### src/rtl/spireg_pkg.sv
package spireg_pkg;

    localparam int BYTE_W   = 8;
    localparam int ADDR_W   = 6;
    localparam int NUM_STAT = 14;
    localparam int STROBE_W = $clog2(NUM_STAT);

    localparam logic [ADDR_W-1:0] STAT_LO   = 6'h30;
    localparam logic [ADDR_W-1:0] STAT_HI   = 6'h3D;
    localparam logic [ADDR_W-1:0] FIFO_ADDR = 6'h3F;

    typedef enum logic [2:0] {
        ST_IDLE,
        ST_HEADER,
        ST_CFG_RD,
        ST_CFG_WR,
        ST_STAT_RD,
        ST_FIFO_RD,
        ST_FIFO_WR,
        ST_DRAIN
    } xact_state_e;

    function automatic logic [BYTE_W-1:0] cfg_default(input int idx);
        logic [31:0] t;
        t = idx * 37 + 11;
        return t[BYTE_W-1:0];
    endfunction

endpackage

### src/rtl/spireg_sync.sv
module spireg_sync #(
    parameter int          WIDTH   = 1,
    parameter int          STAGES  = 2,
    parameter logic [WIDTH-1:0] RST_VAL = '0
) (
    input  logic             clk,
    input  logic             rst_n,
    input  logic [WIDTH-1:0] d_i,
    output logic [WIDTH-1:0] q_o
);

    logic [WIDTH-1:0] stage_q [STAGES];

    for (genvar s = 0; s < STAGES; s++) begin : g_stage
        always_ff @(posedge clk or negedge rst_n) begin
            if (!rst_n) begin
                stage_q[s] <= RST_VAL;
            end else begin
                stage_q[s] <= (s == 0) ? d_i : stage_q[(s == 0) ? 0 : s - 1];
            end
        end
    end

    assign q_o = stage_q[STAGES-1];

endmodule

### src/rtl/spireg_shift.sv
module spireg_shift #(
    parameter int BYTE_W = 8
) (
    input  logic              clk,
    input  logic              rst_n,
    input  logic              sclk_s,
    input  logic              mosi_s,
    input  logic              csn_s,
    input  logic [BYTE_W-1:0] tx_byte_i,
    output logic              cs_start_o,
    output logic              cs_end_o,
    output logic              first_rise_o,
    output logic              byte_done_o,
    output logic [BYTE_W-1:0] rx_byte_o,
    output logic              hdr_msb_o,
    output logic              miso_o
);

    localparam int CNT_W = $clog2(BYTE_W);
    localparam logic [CNT_W-1:0] LAST_BIT = CNT_W'(BYTE_W - 1);

    logic              sclk_q;
    logic              csn_q;
    logic [CNT_W-1:0]  bit_cnt_q;
    logic [BYTE_W-2:0] shreg_q;
    logic              byte0_q;
    logic              rise;
    logic              fall;

    assign cs_start_o   = csn_q & ~csn_s;
    assign cs_end_o     = ~csn_q & csn_s;
    assign rise         = ~csn_s & sclk_s & ~sclk_q;
    assign fall         = ~csn_s & ~sclk_s & sclk_q;
    assign first_rise_o = rise && (bit_cnt_q == '0);

    always_ff @(posedge clk or negedge rst_n) begin
        if (!rst_n) begin
            sclk_q      <= 1'b0;
            csn_q       <= 1'b1;
            bit_cnt_q   <= '0;
            shreg_q     <= '0;
            byte0_q     <= 1'b1;
            byte_done_o <= 1'b0;
            rx_byte_o   <= '0;
            hdr_msb_o   <= 1'b0;
            miso_o      <= 1'b0;
        end else begin
            sclk_q      <= sclk_s;
            csn_q       <= csn_s;
            byte_done_o <= 1'b0;
            if (csn_s) begin
                bit_cnt_q <= '0;
                byte0_q   <= 1'b1;
                miso_o    <= 1'b0;
            end else begin
                if (cs_start_o) begin
                    bit_cnt_q <= '0;
                    miso_o    <= tx_byte_i[BYTE_W-1];
                end
                if (rise) begin
                    shreg_q   <= {shreg_q[BYTE_W-3:0], mosi_s};
                    bit_cnt_q <= bit_cnt_q + 1'b1;
                    if (bit_cnt_q == '0 && byte0_q) begin
                        hdr_msb_o <= mosi_s;
                    end
                    if (bit_cnt_q == LAST_BIT) begin
                        byte_done_o <= 1'b1;
                        rx_byte_o   <= {shreg_q, mosi_s};
                        byte0_q     <= 1'b0;
                    end
                end
                if (fall) begin
                    miso_o <= tx_byte_i[LAST_BIT - bit_cnt_q];
                end
            end
        end
    end

    // a completed byte always follows a sampled rising edge
    a_r1_done_after_rise: assert property (@(posedge clk) disable iff (!rst_n)
        byte_done_o |-> $past(rise));

    // chip select high keeps the serial output quiet
    a_r11_quiet_when_deselected: assert property (@(posedge clk) disable iff (!rst_n)
        $past(csn_s) && csn_s |-> !miso_o);

endmodule

### src/rtl/spireg_regs.sv
module spireg_regs
    import spireg_pkg::*;
#(
    parameter int N_REGS = 48
) (
    input  logic              clk,
    input  logic              rst_n,
    input  logic              restore_i,
    input  logic              wr_en_i,
    input  logic [ADDR_W-1:0] wr_addr_i,
    input  logic [BYTE_W-1:0] wr_data_i,
    input  logic [ADDR_W-1:0] rd_addr_i,
    output logic [BYTE_W-1:0] rd_data_o
);

    logic [BYTE_W-1:0] q [N_REGS];

    for (genvar g = 0; g < N_REGS; g++) begin : g_reg
        always_ff @(posedge clk or negedge rst_n) begin
            if (!rst_n) begin
                q[g] <= cfg_default(g);
            end else if (restore_i) begin
                q[g] <= cfg_default(g);
            end else if (wr_en_i && wr_addr_i == ADDR_W'(g)) begin
                q[g] <= wr_data_i;
            end
        end
    end

    always_comb begin
        rd_data_o = '0;
        for (int i = 0; i < N_REGS; i++) begin
            if (rd_addr_i == ADDR_W'(i)) begin
                rd_data_o = q[i];
            end
        end
    end

    // a restore returns the end registers to their defaults
    a_r8_restore_defaults: assert property (@(posedge clk) disable iff (!rst_n)
        restore_i |=> (q[0] == cfg_default(0)) && (q[N_REGS-1] == cfg_default(N_REGS-1)));

endmodule

### src/rtl/spireg_slave.sv
module spireg_slave
    import spireg_pkg::*;
#(
    parameter int N_REGS = 48
) (
    input  logic                       clk,
    input  logic                       rst_n,
    input  logic                       sclk_i,
    input  logic                       csn_i,
    input  logic                       mosi_i,
    output logic                       miso_o,
    input  logic                       core_rdy_n_i,
    input  logic [2:0]                 core_state_i,
    input  logic [3:0]                 rx_level_i,
    input  logic [3:0]                 tx_level_i,
    input  logic [NUM_STAT*BYTE_W-1:0] stat_regs_i,
    input  logic [BYTE_W-1:0]          rx_data_i,
    output logic                       rx_pop_o,
    output logic [BYTE_W-1:0]          tx_data_o,
    output logic                       tx_push_o,
    output logic                       strobe_o,
    output logic [STROBE_W-1:0]        strobe_idx_o
);

    logic sclk_s, mosi_s, csn_s;
    logic cs_start, cs_end, first_rise, byte_done, hdr_msb;
    logic [BYTE_W-1:0] rx_byte;
    logic [BYTE_W-1:0] tx_byte;
    logic [BYTE_W-1:0] status_live;
    logic [BYTE_W-1:0] tx_q;
    logic [ADDR_W-1:0] addr_q;
    logic              burst_q;
    xact_state_e       state_q, state_d, hdr_target;

    logic              hdr_burst;
    logic [ADDR_W-1:0] hdr_addr;
    logic              hdr_in_stat;
    logic [STROBE_W-1:0] stat_idx;
    logic [BYTE_W-1:0] stat_byte;
    logic              hdr_is_strobe;
    logic              use_status;

    logic              reg_wr_en;
    logic              reg_restore;
    logic [ADDR_W-1:0] reg_rd_addr;
    logic [BYTE_W-1:0] reg_rd_data;

    spireg_sync #(.WIDTH(3), .STAGES(2), .RST_VAL(3'b001)) u_sync (
        .clk   (clk),
        .rst_n (rst_n),
        .d_i   ({sclk_i, mosi_i, csn_i}),
        .q_o   ({sclk_s, mosi_s, csn_s})
    );

    spireg_shift #(.BYTE_W(BYTE_W)) u_shift (
        .clk          (clk),
        .rst_n        (rst_n),
        .sclk_s       (sclk_s),
        .mosi_s       (mosi_s),
        .csn_s        (csn_s),
        .tx_byte_i    (tx_byte),
        .cs_start_o   (cs_start),
        .cs_end_o     (cs_end),
        .first_rise_o (first_rise),
        .byte_done_o  (byte_done),
        .rx_byte_o    (rx_byte),
        .hdr_msb_o    (hdr_msb),
        .miso_o       (miso_o)
    );

    spireg_regs #(.N_REGS(N_REGS)) u_regs (
        .clk       (clk),
        .rst_n     (rst_n),
        .restore_i (reg_restore),
        .wr_en_i   (reg_wr_en),
        .wr_addr_i (addr_q),
        .wr_data_i (rx_byte),
        .rd_addr_i (reg_rd_addr),
        .rd_data_o (reg_rd_data)
    );

    // header fields and decode
    assign hdr_burst   = rx_byte[6];
    assign hdr_addr    = rx_byte[ADDR_W-1:0];
    assign hdr_in_stat = (hdr_addr >= STAT_LO) && (hdr_addr <= STAT_HI);
    assign stat_idx    = STROBE_W'(hdr_addr - STAT_LO);
    assign hdr_is_strobe = hdr_in_stat && !hdr_burst;

    always_comb begin
        stat_byte = '0;
        for (int k = 0; k < NUM_STAT; k++) begin
            if (stat_idx == STROBE_W'(k)) begin
                stat_byte = stat_regs_i[k*BYTE_W +: BYTE_W];
            end
        end
    end

    always_comb begin
        if (hdr_addr == FIFO_ADDR) begin
            hdr_target = rx_byte[7] ? ST_FIFO_RD : ST_FIFO_WR;
        end else if (hdr_in_stat) begin
            hdr_target = (hdr_burst && rx_byte[7]) ? ST_STAT_RD : ST_DRAIN;
        end else if (hdr_addr < STAT_LO) begin
            hdr_target = rx_byte[7] ? ST_CFG_RD : ST_CFG_WR;
        end else begin
            hdr_target = ST_DRAIN;
        end
    end

    // status byte, low nibble chosen by the header's direction bit
    assign status_live = {core_rdy_n_i, core_state_i, hdr_msb ? rx_level_i : tx_level_i};

    always_comb begin
        unique case (state_q)
            ST_CFG_RD, ST_STAT_RD, ST_FIFO_RD: use_status = 1'b0;
            default:                           use_status = 1'b1;
        endcase
    end
    assign tx_byte = use_status ? status_live : tx_q;

    // register file hooks
    assign reg_wr_en   = (state_q == ST_CFG_WR) && byte_done;
    assign reg_restore = (state_q == ST_HEADER) && byte_done && hdr_is_strobe && (stat_idx == '0);
    assign reg_rd_addr = (state_q == ST_HEADER) ? hdr_addr : addr_q + 1'b1;

    // next-state logic
    always_comb begin
        state_d = state_q;
        unique case (state_q)
            ST_IDLE:    if (cs_start) state_d = ST_HEADER;
            ST_HEADER:  if (byte_done) state_d = hdr_target;
            ST_CFG_RD,
            ST_CFG_WR,
            ST_FIFO_RD,
            ST_FIFO_WR: if (byte_done && !burst_q) state_d = ST_DRAIN;
            ST_STAT_RD: if (byte_done) state_d = ST_DRAIN;
            ST_DRAIN:   state_d = ST_DRAIN;
        endcase
        if (cs_end) begin
            state_d = ST_IDLE;
        end
    end

    // state register
    always_ff @(posedge clk or negedge rst_n) begin
        if (!rst_n) begin
            state_q <= ST_IDLE;
        end else begin
            state_q <= state_d;
        end
    end

    // datapath and outputs
    always_ff @(posedge clk or negedge rst_n) begin
        if (!rst_n) begin
            tx_q         <= '0;
            addr_q       <= '0;
            burst_q      <= 1'b0;
            rx_pop_o     <= 1'b0;
            tx_push_o    <= 1'b0;
            tx_data_o    <= '0;
            strobe_o     <= 1'b0;
            strobe_idx_o <= '0;
        end else begin
            rx_pop_o  <= 1'b0;
            tx_push_o <= 1'b0;
            strobe_o  <= 1'b0;
            unique case (state_q)
                ST_HEADER: begin
                    if (byte_done) begin
                        addr_q  <= hdr_addr;
                        burst_q <= hdr_burst;
                        unique case (hdr_target)
                            ST_CFG_RD:  tx_q <= reg_rd_data;
                            ST_STAT_RD: tx_q <= stat_byte;
                            ST_FIFO_RD: tx_q <= rx_data_i;
                            default:    tx_q <= '0;
                        endcase
                        if (hdr_is_strobe) begin
                            strobe_o     <= 1'b1;
                            strobe_idx_o <= stat_idx;
                        end
                    end
                end
                ST_CFG_RD: begin
                    if (byte_done) begin
                        addr_q <= addr_q + 1'b1;
                        tx_q   <= reg_rd_data;
                    end
                end
                ST_CFG_WR: begin
                    if (byte_done) begin
                        addr_q <= addr_q + 1'b1;
                    end
                end
                ST_FIFO_RD: begin
                    if (first_rise) begin
                        rx_pop_o <= 1'b1;
                    end
                    if (byte_done) begin
                        tx_q <= rx_data_i;
                    end
                end
                ST_FIFO_WR: begin
                    if (byte_done) begin
                        tx_push_o <= 1'b1;
                        tx_data_o <= rx_byte;
                    end
                end
                default: begin
                end
            endcase
        end
    end

    // deselect always returns to idle
    a_r11_abort_to_idle: assert property (@(posedge clk) disable iff (!rst_n)
        cs_end |=> (state_q == ST_IDLE));

    // strobes are single-cycle pulses with an index in range
    a_r7_strobe_pulse: assert property (@(posedge clk) disable iff (!rst_n)
        strobe_o |=> !strobe_o);
    a_r7_strobe_idx_range: assert property (@(posedge clk) disable iff (!rst_n)
        strobe_o |-> (strobe_idx_o < STROBE_W'(NUM_STAT)));

    // queue pops are single-cycle pulses
    a_r9_pop_pulse: assert property (@(posedge clk) disable iff (!rst_n)
        rx_pop_o |=> !rx_pop_o);

    // queue pushes are single-cycle pulses
    a_r10_push_pulse: assert property (@(posedge clk) disable iff (!rst_n)
        tx_push_o |=> !tx_push_o);

    // a status read lasts a single data byte
    a_r6_status_one_byte: assert property (@(posedge clk) disable iff (!rst_n)
        (state_q == ST_STAT_RD) && byte_done && !cs_end |=> (state_q == ST_DRAIN));

endmodule

### config.mk
export PLATFORM = sky130hd
export DESIGN_NAME = spireg_slave
export DESIGN_NICKNAME = d
export VERILOG_FILES = /design/src/rtl/spireg_pkg.sv /design/src/rtl/spireg_sync.sv /design/src/rtl/spireg_shift.sv /design/src/rtl/spireg_regs.sv /design/src/rtl/spireg_slave.sv
export SDC_FILE = /design/constraint.sdc
export NUM_CORES = 1
export LEC_CHECK = 0
export ABC_CLOCK_PERIOD_IN_PS = 10300
export BUFFER_PORTS_ARGS = -buffer_cell sky130_fd_sc_hd__buf_2
export CAP_MARGIN = 0
export CORE_MARGIN = 3
export CORE_UTILIZATION = 40
export DETAILED_ROUTE_END_ITERATION = 10
export HOLD_SLACK_MARGIN = 0.06
export SYNTH_ARGS = -nofsm -noshare
export SYNTH_HDL_FRONTEND = slang
export SYNTH_SLANG_ARGS = --single-unit
### constraint.sdc
create_clock -name clk -period 10.3 [get_ports clk]
set_clock_uncertainty 0.05 [all_clocks]
set_input_delay 1.03 -clock clk [delete_from_list [all_inputs] [get_ports clk]]
set_output_delay 1.03 -clock clk [all_outputs]
set_load 0.01 [all_outputs]
==> impl_metrics.ini <==
[floorplan]
die_area_mm2 = 0.06200
die_h_um = 249.0
start_util = 0.4070
pin_count = 153
die_w_um = 249.0
num_rows = 88
design.core.area_mm2 = 0.05803

[clocking]
htree_levels = 2
cts.clk_slew.worst_paths_ps = 60
postCtsSetupBuffers = 0
cts_resized = 0
cts_tree = done
cts.sinks = 447
root_buffer = clkbuf_16
postCtsHoldBufs = 0
ctsLongestPathBuffers = 3
cts_buffers = 51
clock_latency_ps = 610

[synth]
async_flop_share = 1.000
netlist_area_mm2 = 0.02362
syn_nets = 2831
synthCells = 2685
synthFlopType = dfrtp_1
ys_ff_latch = 447
synth_edf_count = 0
syn_area_per_cell_um2 = 8.797
synth_cell_types = 85
yosysWarnings = 0
ys_seq_area_frac = 0.4840

[global_routing]
track_usage = 0.3380
grt_pass1_wl_um = 157100
grt_max_degree = 114
grt_overflow = 0
antenna_found_initial = 3
first_global_vias = 22480

[cells_and_area]
post-route-cell-area_mm2 = 0.02702
instances_no_fill = 3575
nFillCells = 5629
fin_util = 0.4657
drive_gt1_frac = 0.2157
multiInputGateArea_mm2 = 0.01140
layout_commonest_cell = nand2_1
seq_area_mm2 = 0.01145
final_cell_mix = 686 x nand2_1, 245 x dfrtp_1, 208 x nor2_1
fin_nets = 2913
area_growth_pct = 14.40

[run_status]
status = finished clean

[critical_path]
crit_type = reg -> reg
cp_top_family = compound AO/OA/AOI/OAI gates
worstPathMaxFanout = 22
crit_path_end_kind = flop
max_stage_delay_ps = 730
cp.arrival_ps = 5260
cp_slowest_cell = dfrtp_1
crit_chain = inv_1 -> ha_1 -> inv_1 -> o2111ai_1 -> a21oi_2 -> buf_4 -> a211oi_1 -> a41oi_1 -> a221oi_1 -> nand3_1 -> a221oi_1 -> o31ai_1
worstPathRequired_ps = 10710
path_buf_inv = 3
critPathLaunchType = flop

[place]
gp_congestion = 0.9615
placed_cell_area_mm2 = 0.02518
io_buffers = 152
placed_cells = 3479
place_hpwl_um = 73160

[routing]
via_count = 23190
drc = 0
wl_per_cell_um = 30.07
dr.first_iter.drc_count = 3136
dr.pass1.iters = 6
wl_um = 107500
ant_nets = 0
vias_per_cell = 6.485

[run]
maxCapViolCount = 0

[sta]
setup_viol = 0
tns_ps = 0
whs_ps = 299.6
finalCriticalPeriod_ps = 4846
rsz0062_at_grt = false
slew_headroom = 0.1515
maxSlewViolCount = 0
worst_pin_slew_ps = 1259
max_freq_mhz = 206.3
fin_crit_sh = 0.4705
finalHoldViolCount = 0

[power]
vdd_ir_drop_max_uv = 131.6
power_density_mw_per_mm2 = 155.3
p_leak_uw = 0.01157

[hold_path]
hp-class = reg -> reg
-- Yosys cell counts (all sizes together) (10+ instances only) --
master | count | area share
dfrtp | 251 | 0.27
mux2 | 49 | 0.024
nor4 | 13 | 0.0037
a21oi | 156 | 0.033
nand3 | 157 | 0.033
o22a | 25 | 0.0093
a31oi | 20 | 0.0053
a211oi | 22 | 0.0070
o22ai | 46 | 0.012
buf | 50 | 0.0099
mux2i | 52 | 0.022
nor2b | 11 | 0.0029
nor2 | 210 | 0.033
a222oi | 17 | 0.0072
mux4 | 14 | 0.013
nand2b | 10 | 0.0026
clkbuf | 143 | 0.023
and3 | 12 | 0.0032
a22oi | 25 | 0.0082
a22o | 16 | 0.0059
inv | 21 | 0.0033
nand2 | 687 | 0.11
a221oi | 33 | 0.012
o21ai | 186 | 0.040
a221o | 12 | 0.0051
nand3b | 12 | 0.0038
nor3 | 21 | 0.0044
dfstp | 196 | 0.22
o211ai | 47 | 0.015
o221ai | 29 | 0.011
-- final cells by class --
class,instances,share of cell area
well taps,765,0.03542
diodes,1,0.00009261
flip-flops and latches,447,0.4236
multi-input cells,2023,0.4219
inverters,22,0.003056
repair buffers,222,0.04797
clock buffers,71,0.05492
clock inverters,24,0.01301
-- worst register-to-register path: cells and delay by family, from the launching register on --
| kind | cells | cell delay, ps |
|---|---|---|
| AO/OA/AOI/OAI | 7 | 2260 |
| adder cells (fa/ha/maj) | 1 | 670 |
| buffers and inverters | 3 | 660 |
| flip-flops | 1 | 730 |
| AND/OR/NAND/NOR | 1 | 340 |
-- registers in the layout (all words and copies together) (netlist names), 3 cells and up --
name	flops
u_regs.q	384
tx_data_o	8
tx_q	8
u_shift.rx_byte_o	8
u_shift.shreg_q	7
addr_q	6
strobe_idx_o	4
state_q	3
u_shift.bit_cnt_q	3
u_sync.q_o	3
u_sync.stage_q	3
-- layer usage --
metal	global-route usage	share of wire	wire (µm)	vias to the layer above
met5	0	0	0	-
met4	0.1474	0.049	5251	0
met3	0.07308	0.10	11170	243
met2	0.5018	0.43	46320	1485
met1	0.4757	0.42	44780	11630
li1	-	-	-	9829
-- power breakdown --
| group | internal [µW] | switching, µW | total, µW |
|---|---|---|---|
| Combinational | 125 | 263 | 388 |
| Sequential | 1780 | 37.2 | 1820 |
| Clock | 1210 | 781 | 1990 |
| Total | 3110 | 1080 | 4200 |
-- worst paths after layout --
kind / startpoint / end / slack [ps] / depth (start not counted)
min in group asynchronous: rst_n / u_sync.stage_q[4] / 400 / 1
max in group asynchronous: rst_n / u_regs.q[350] / 7480 / 3
hold / removal: u_sync.stage_q[4] / u_sync.q_o[1] / 300 / 0
setup / recovery: addr_q[0] / tx_q[5] / 5450 / 12
hold reg to reg: u_sync.stage_q[4] / u_sync.q_o[1] / 300 / 0
setup reg to reg: addr_q[0] / tx_q[5] / 5450 / 12
-- per-stage QoR --
stage               worst slack, ps  power [µW]
floorplan                      6761        2043
global placement               5660        2211
detailed placement             5618        2222
CTS                            5620        4206
global route                   5207        4311
finish                         5454        4195
-- kinds of logic after synthesis --
group	Yosys count	share of synthesized area
and+or+nand+nor	1173	0.2094
DFF	447	0.4840
muxes	115	0.05907
AOI/OAI and AO/OA	723	0.2056
buffers and inverters	215	0.03608
adders and majority gates	9	0.004768
xor gates and xnor gates	3	0.001113
Note: power is estimated with default switching activity, not from simulation.
